===== src/rtl/nvs_pkg.sv =====
package nvs_pkg;
    localparam int DQ_W  = 8;
    localparam int VID_W = 4;

    localparam logic [DQ_W-1:0] OPC_SELECT = 8'hE1;
    localparam logic [DQ_W-1:0] OPC_SETID  = 8'hE2;

    typedef enum logic [1:0] {EV_NONE, EV_CMD, EV_ADDR} ev_kind_t;

    typedef struct packed {
        ev_kind_t        kind;
        logic [DQ_W-1:0] data;
    } bus_ev_t;

    typedef enum logic [1:0] {PD_IDLE, PD_SEL, PD_ID} pend_t;

    function automatic logic [VID_W-1:0] vid_of(input logic [DQ_W-1:0] b);
        return b[VID_W-1:0];
    endfunction
endpackage


===== src/rtl/nvs_sampler.sv =====
module nvs_sampler
    import nvs_pkg::*;
(
    input  logic            clk,
    input  logic            rst,
    input  logic            ce_n,
    input  logic            cle,
    input  logic            ale,
    input  logic            we_n,
    input  logic [DQ_W-1:0] dq,
    output bus_ev_t         ev
);
    logic we_q;
    logic rise;

    assign rise = we_n & ~we_q;

    always_ff @(posedge clk) begin
        if (rst) begin
            we_q    <= 1'b1;
            ev.kind <= EV_NONE;
            ev.data <= '0;
        end else begin
            we_q    <= we_n;
            ev.kind <= EV_NONE;
            ev.data <= dq;
            if (rise && !ce_n) begin
                if (cle && !ale)      ev.kind <= EV_CMD;
                else if (ale && !cle) ev.kind <= EV_ADDR;
            end
        end
    end

    // an event only follows a strobe edge taken under chip enable
    a_r1_ev_needs_ce: assert property (@(posedge clk) disable iff (rst)
        (ev.kind != EV_NONE) |-> ($past(!ce_n) && $past(we_n)));
endmodule


===== src/rtl/nvs_tracker.sv =====
module nvs_tracker
    import nvs_pkg::*;
(
    input  logic            clk,
    input  logic            rst,
    input  bus_ev_t         ev,
    output logic            selected,
    output logic            fwd_valid,
    output logic            fwd_is_cmd,
    output logic [DQ_W-1:0] fwd_data
);
    pend_t             pend;
    logic              locked;
    logic              sel_q;
    logic [VID_W-1:0]  vid_q;

    assign selected = ~locked | sel_q;

    always_ff @(posedge clk) begin
        if (rst) begin
            pend       <= PD_IDLE;
            locked     <= 1'b0;
            sel_q      <= 1'b0;
            vid_q      <= '0;
            fwd_valid  <= 1'b0;
            fwd_is_cmd <= 1'b0;
            fwd_data   <= '0;
        end else begin
            fwd_valid <= 1'b0;
            unique case (ev.kind)
                EV_CMD: begin
                    pend <= PD_IDLE;
                    if (ev.data == OPC_SELECT) begin
                        pend <= PD_SEL;
                    end else if (ev.data == OPC_SETID) begin
                        if (!locked) pend <= PD_ID;
                    end else if (selected) begin
                        fwd_valid  <= 1'b1;
                        fwd_is_cmd <= 1'b1;
                        fwd_data   <= ev.data;
                    end
                end
                EV_ADDR: begin
                    pend <= PD_IDLE;
                    unique case (pend)
                        PD_SEL: if (locked) sel_q <= (vid_of(ev.data) == vid_q);
                        PD_ID: begin
                            vid_q  <= vid_of(ev.data);
                            locked <= 1'b1;
                            sel_q  <= 1'b1;
                        end
                        default: if (selected) begin
                            fwd_valid  <= 1'b1;
                            fwd_is_cmd <= 1'b0;
                            fwd_data   <= ev.data;
                        end
                    endcase
                end
                default: ;
            endcase
        end
    end

    // a locked identity never changes and never unlocks
    a_r4_id_frozen: assert property (@(posedge clk) disable iff (rst)
        locked |=> (locked && $stable(vid_q)));

    // forwarding only follows a selected state
    a_r7_fwd_needs_sel: assert property (@(posedge clk) disable iff (rst)
        fwd_valid |-> $past(selected));

    // select opcode is never forwarded
    a_r7_no_fwd_select: assert property (@(posedge clk) disable iff (rst)
        (ev.kind == EV_CMD && ev.data == OPC_SELECT) |=> !fwd_valid);

    // select before lock leaves the package selected
    a_r9_unlocked_stays: assert property (@(posedge clk) disable iff (rst)
        (!locked && ev.kind == EV_ADDR && pend == PD_SEL) |=> selected);
endmodule


===== src/rtl/nand_vol_select.sv =====
module nand_vol_select
    import nvs_pkg::*;
(
    input  logic            clk,
    input  logic            rst,
    input  logic            ce_n,
    input  logic            cle,
    input  logic            ale,
    input  logic            we_n,
    input  logic [DQ_W-1:0] dq,
    output logic            selected,
    output logic            active,
    output logic            fwd_valid,
    output logic            fwd_is_cmd,
    output logic [DQ_W-1:0] fwd_data
);
    bus_ev_t ev;

    nvs_sampler u_sampler (
        .clk (clk), .rst (rst), .ce_n (ce_n), .cle (cle), .ale (ale),
        .we_n (we_n), .dq (dq), .ev (ev)
    );

    nvs_tracker u_tracker (
        .clk (clk), .rst (rst), .ev (ev), .selected (selected),
        .fwd_valid (fwd_valid), .fwd_is_cmd (fwd_is_cmd), .fwd_data (fwd_data)
    );

    assign active = selected & ~ce_n;

    // no forward strobe in the cycle right after reset
    a_r2_quiet_after_reset: assert property (@(posedge clk)
        $past(rst) |-> !fwd_valid);
endmodule


===== config.mk =====
export PLATFORM = sky130hd
export DESIGN_NAME = nand_vol_select
export DESIGN_NICKNAME = d
export VERILOG_FILES = /design/src/rtl/nvs_pkg.sv /design/src/rtl/nvs_sampler.sv /design/src/rtl/nvs_tracker.sv /design/src/rtl/nand_vol_select.sv
export SDC_FILE = /design/constraint.sdc
export NUM_CORES = 1
export LEC_CHECK = 0
export BUFFER_PORTS_ARGS = -buffer_cell sky130_fd_sc_hd__buf_2
export CORE_MARGIN = 8
export CORE_UTILIZATION = 58
export CTS_CLUSTER_SIZE = 8
export DETAILED_ROUTE_END_ITERATION = 16
export PLACE_DENSITY_LB_ADDON = 0.25
export SLEW_MARGIN = 10
export SYNTH_ARGS = -nofsm -noshare
export SYNTH_HDL_FRONTEND = slang
export SYNTH_SLANG_ARGS = --single-unit

===== constraint.sdc =====
create_clock -name clk -period 3.8 [get_ports clk]
set_input_delay 0.19 -clock clk [delete_from_list [all_inputs] [get_ports clk]]
set_output_delay 0.19 -clock clk [all_outputs]
set_load 0.005 [all_outputs]

==> impl_metrics.tcl <==
set metrics [dict create \
    status "complete, no violations" \
    stdcell_count 212 \
    num_rows 18 \
    die_h_um 66 \
    htreeDepth 2 \
    syn_avg_cell_area_um2 9.06 \
    dp_slack_ns 1.93 \
    drtIter0Drc 101 \
    drive_above_1_share_pct 22.0 \
    hold_buffers 0 \
    worst_slew_pin_slew_ns 0.732 \
    grt_use_total_pct 15.9 \
    p_total_uw 571 \
    seq_area_frac_synth_pct 40.0 \
    fin_ws_ns 1.56 \
    r2r_end "u_tracker.fwd_data[3]" \
    clock_latency_ns 0.34 \
    clock_path_buffers 2 \
    start_util_pct 59.6 \
    portBuffers 25 \
    grt_pass1_vias 1187 \
    cp_data_required_time_ns 3.61 \
    end_kind "output pin" \
    die_w_um 66 \
    crit_path_max_fanout 12 \
    synthArstFlopShare_pct 0 \
    period_minus_slack_ns 2.24 \
    r2r_slack_ns 1.84 \
    final_common_cell "dfxtp_1" \
    maxSlewHeadroom_pct 51.1 \
    rsz0062_at_grt "no" \
    drc 0 \
    dieArea_um2 4360 \
    dp_hpwl_um 2220 \
    diodes 0 \
    min_to "u_sampler.ev[8]" \
    synth_cell_types 33 \
    place.gp.congestion 0.879 \
    clockRootBuffer "clkbuf_4" \
    slew_violations 0 \
    p_leak_nw 0.607 \
    dp.cells 204 \
    grt_pass1_wl_um 5370 \
    hold_class "in -> reg" \
    synth_edf_count 0 \
    worstPathArrival_ns 2.05 \
    io_pins 26 \
    postPlaceCellArea_um2 1570 \
    drt-pass1-iter-count 5 \
    setup_viol 0 \
    fin_nets 199 \
    drv_cap 0 \
    hold_depth 2 \
    coreArea_um2 2430 \
    yosysWarningCount 0 \
    yosysTopAreaCell "dfxtp_1" \
    clk_pin_slew_worst_paths_ns 0.09 \
    cts_buffers 5 \
    grt_overflow 0 \
    cts_setup_buffers 0 \
    r2r_start "u_tracker.locked" \
    antenna_found_initial 0 \
    p_per_area_nw_per_um2 348 \
    synthFlopType "dfxtp_1" \
    final_cell_mix "dfxtp_1 (29), buf_2 (25), nor2b_1 (18), nand2_1 (14), o21ai_0 (9)" \
    grt_max_degree 44 \
    cts_tree "done" \
    fmax_ghz 0.446 \
    vias_per_cell 6.01 \
    vias 1274 \
    area_growth_pct 13.2 \
    cts.sink_count 29 \
    fin_crit_sh_pct 59.0 \
    cts_resized 0 \
    synth_nets 178 \
    synth_seq_cells 29 \
    critPathKind "reg -> out" \
    yosysTopAreaCellShare_pct 40.0 \
    syn_inst 160 \
    worstHoldStart "ale" \
    critPathLaunchType "flop" \
    clock_skew_ns 0.0179 \
    r2r_cells 4 \
    hold_violations 0 \
    fin_area_um2 1640 \
    wirelength_um 3230 \
    synth.area.top_cells "dfxtp_1 (40%), nor2b_1 (7.8%), nand4b_1 (4.8%)" \
    tns_ns 0 \
    peakVddDrop_mv 0.223 \
    antenna_left 0 \
    routedWlPerCell_um 15.2 \
    cp-startpoint "u_tracker.locked" \
    synth.cell_area_um2 1450 \
]
==> per-stage QoR <==
step | hold WS [ns] | util [%]
3_5_place_dp | 0.370 | 64.6
6_report | 0.0277 | 67.5
2_1_floorplan | 0.266 | -
4_1_cts | 0.0180 | 67.5
5_1_grt | 0.0111 | 67.5
3_3_place_gp | 0.364 | 64.6
==> worst max path at each step <==
| stage | end |
|---|---|
| 5_1_grt | selected |
| 3_5_place_dp | u_tracker.fwd_data[2] |
| 6_report | selected |
| 3_3_place_gp | u_tracker.fwd_data[2] |
| 2_1_floorplan | u_tracker.fwd_data[0] |
| 4_1_cts | selected |
==> routing by layer <==
layer  global-route usage [%]  share of wire (%)
met3                     8.81                9.0
met5                        0                  0
met4                     7.20                1.6
met1                     18.2                 46
met2                     23.5                 43
==> logic make-up after synthesis <==
logic type      count (synthesis)  share of synthesized area (%)
xor+xnor                        6                           3.62
simple gates                   71                           32.9
buf+inv                        17                           4.40
mux                             3                           2.24
fa+ha+maj                       4                           3.45
flops                          29                           40.0
compound gates                 30                           13.4
==> power breakdown <==
group / switching [mW] / total [mW] / internal, mW
registers: 0.00793 / 0.317 / 0.309
clock network: 0.111 / 0.219 / 0.107
logic: 0.0182 / 0.0349 / 0.0168
total: 0.138 / 0.571 / 0.433
==> synthesized netlist by cell type, types with 2 or more instances <==
master / count
nor2b_1: 18
nand3_1: 5
nor3b_1: 2
dfxtp_1: 29
inv_1: 5
nand4b_1: 8
mux2_2: 2
ha_1: 4
o21ai_0: 9
and3b_1: 6
nand2_1: 14
clkbuf_1: 11
nor2_1: 4
o311ai_0: 3
a21oi_1: 7
o211ai_1: 6
nand4_1: 6
xnor2_1: 5
o32ai_1: 2
==> final cells by class <==
| type | count | area (um^2) |
|---|---|---|
| clock buffer | 7 | 65.1 |
| inverter | 6 | 22.5 |
| fill | 216 | 791 |
| clock inverter | 1 | 5.00 |
| timing repair buffer | 25 | 125 |
| tap | 30 | 37.5 |
| multi-input combinational | 114 | 806 |
| sequential | 29 | 581 |
==> flip-flops by register name, indices dropped and copies added, names as in the netlist <==
register / cells
u_tracker.locked: 1
u_tracker.sel_q: 1
u_sampler.we_q: 1
u_tracker.fwd_data: 8
u_tracker.pend: 2
u_sampler.ev: 10
u_tracker.fwd_valid: 1
u_tracker.vid_q: 4
u_tracker.fwd_is_cmd: 1
==> critical path, stage by stage, from the launching register on <==
cell      delay [ns]
dfxtp_1         0.37
nor2b_1         0.61
clkinv_1        0.48
buf_2           0.26
Power figures use the tool's default switching activity.
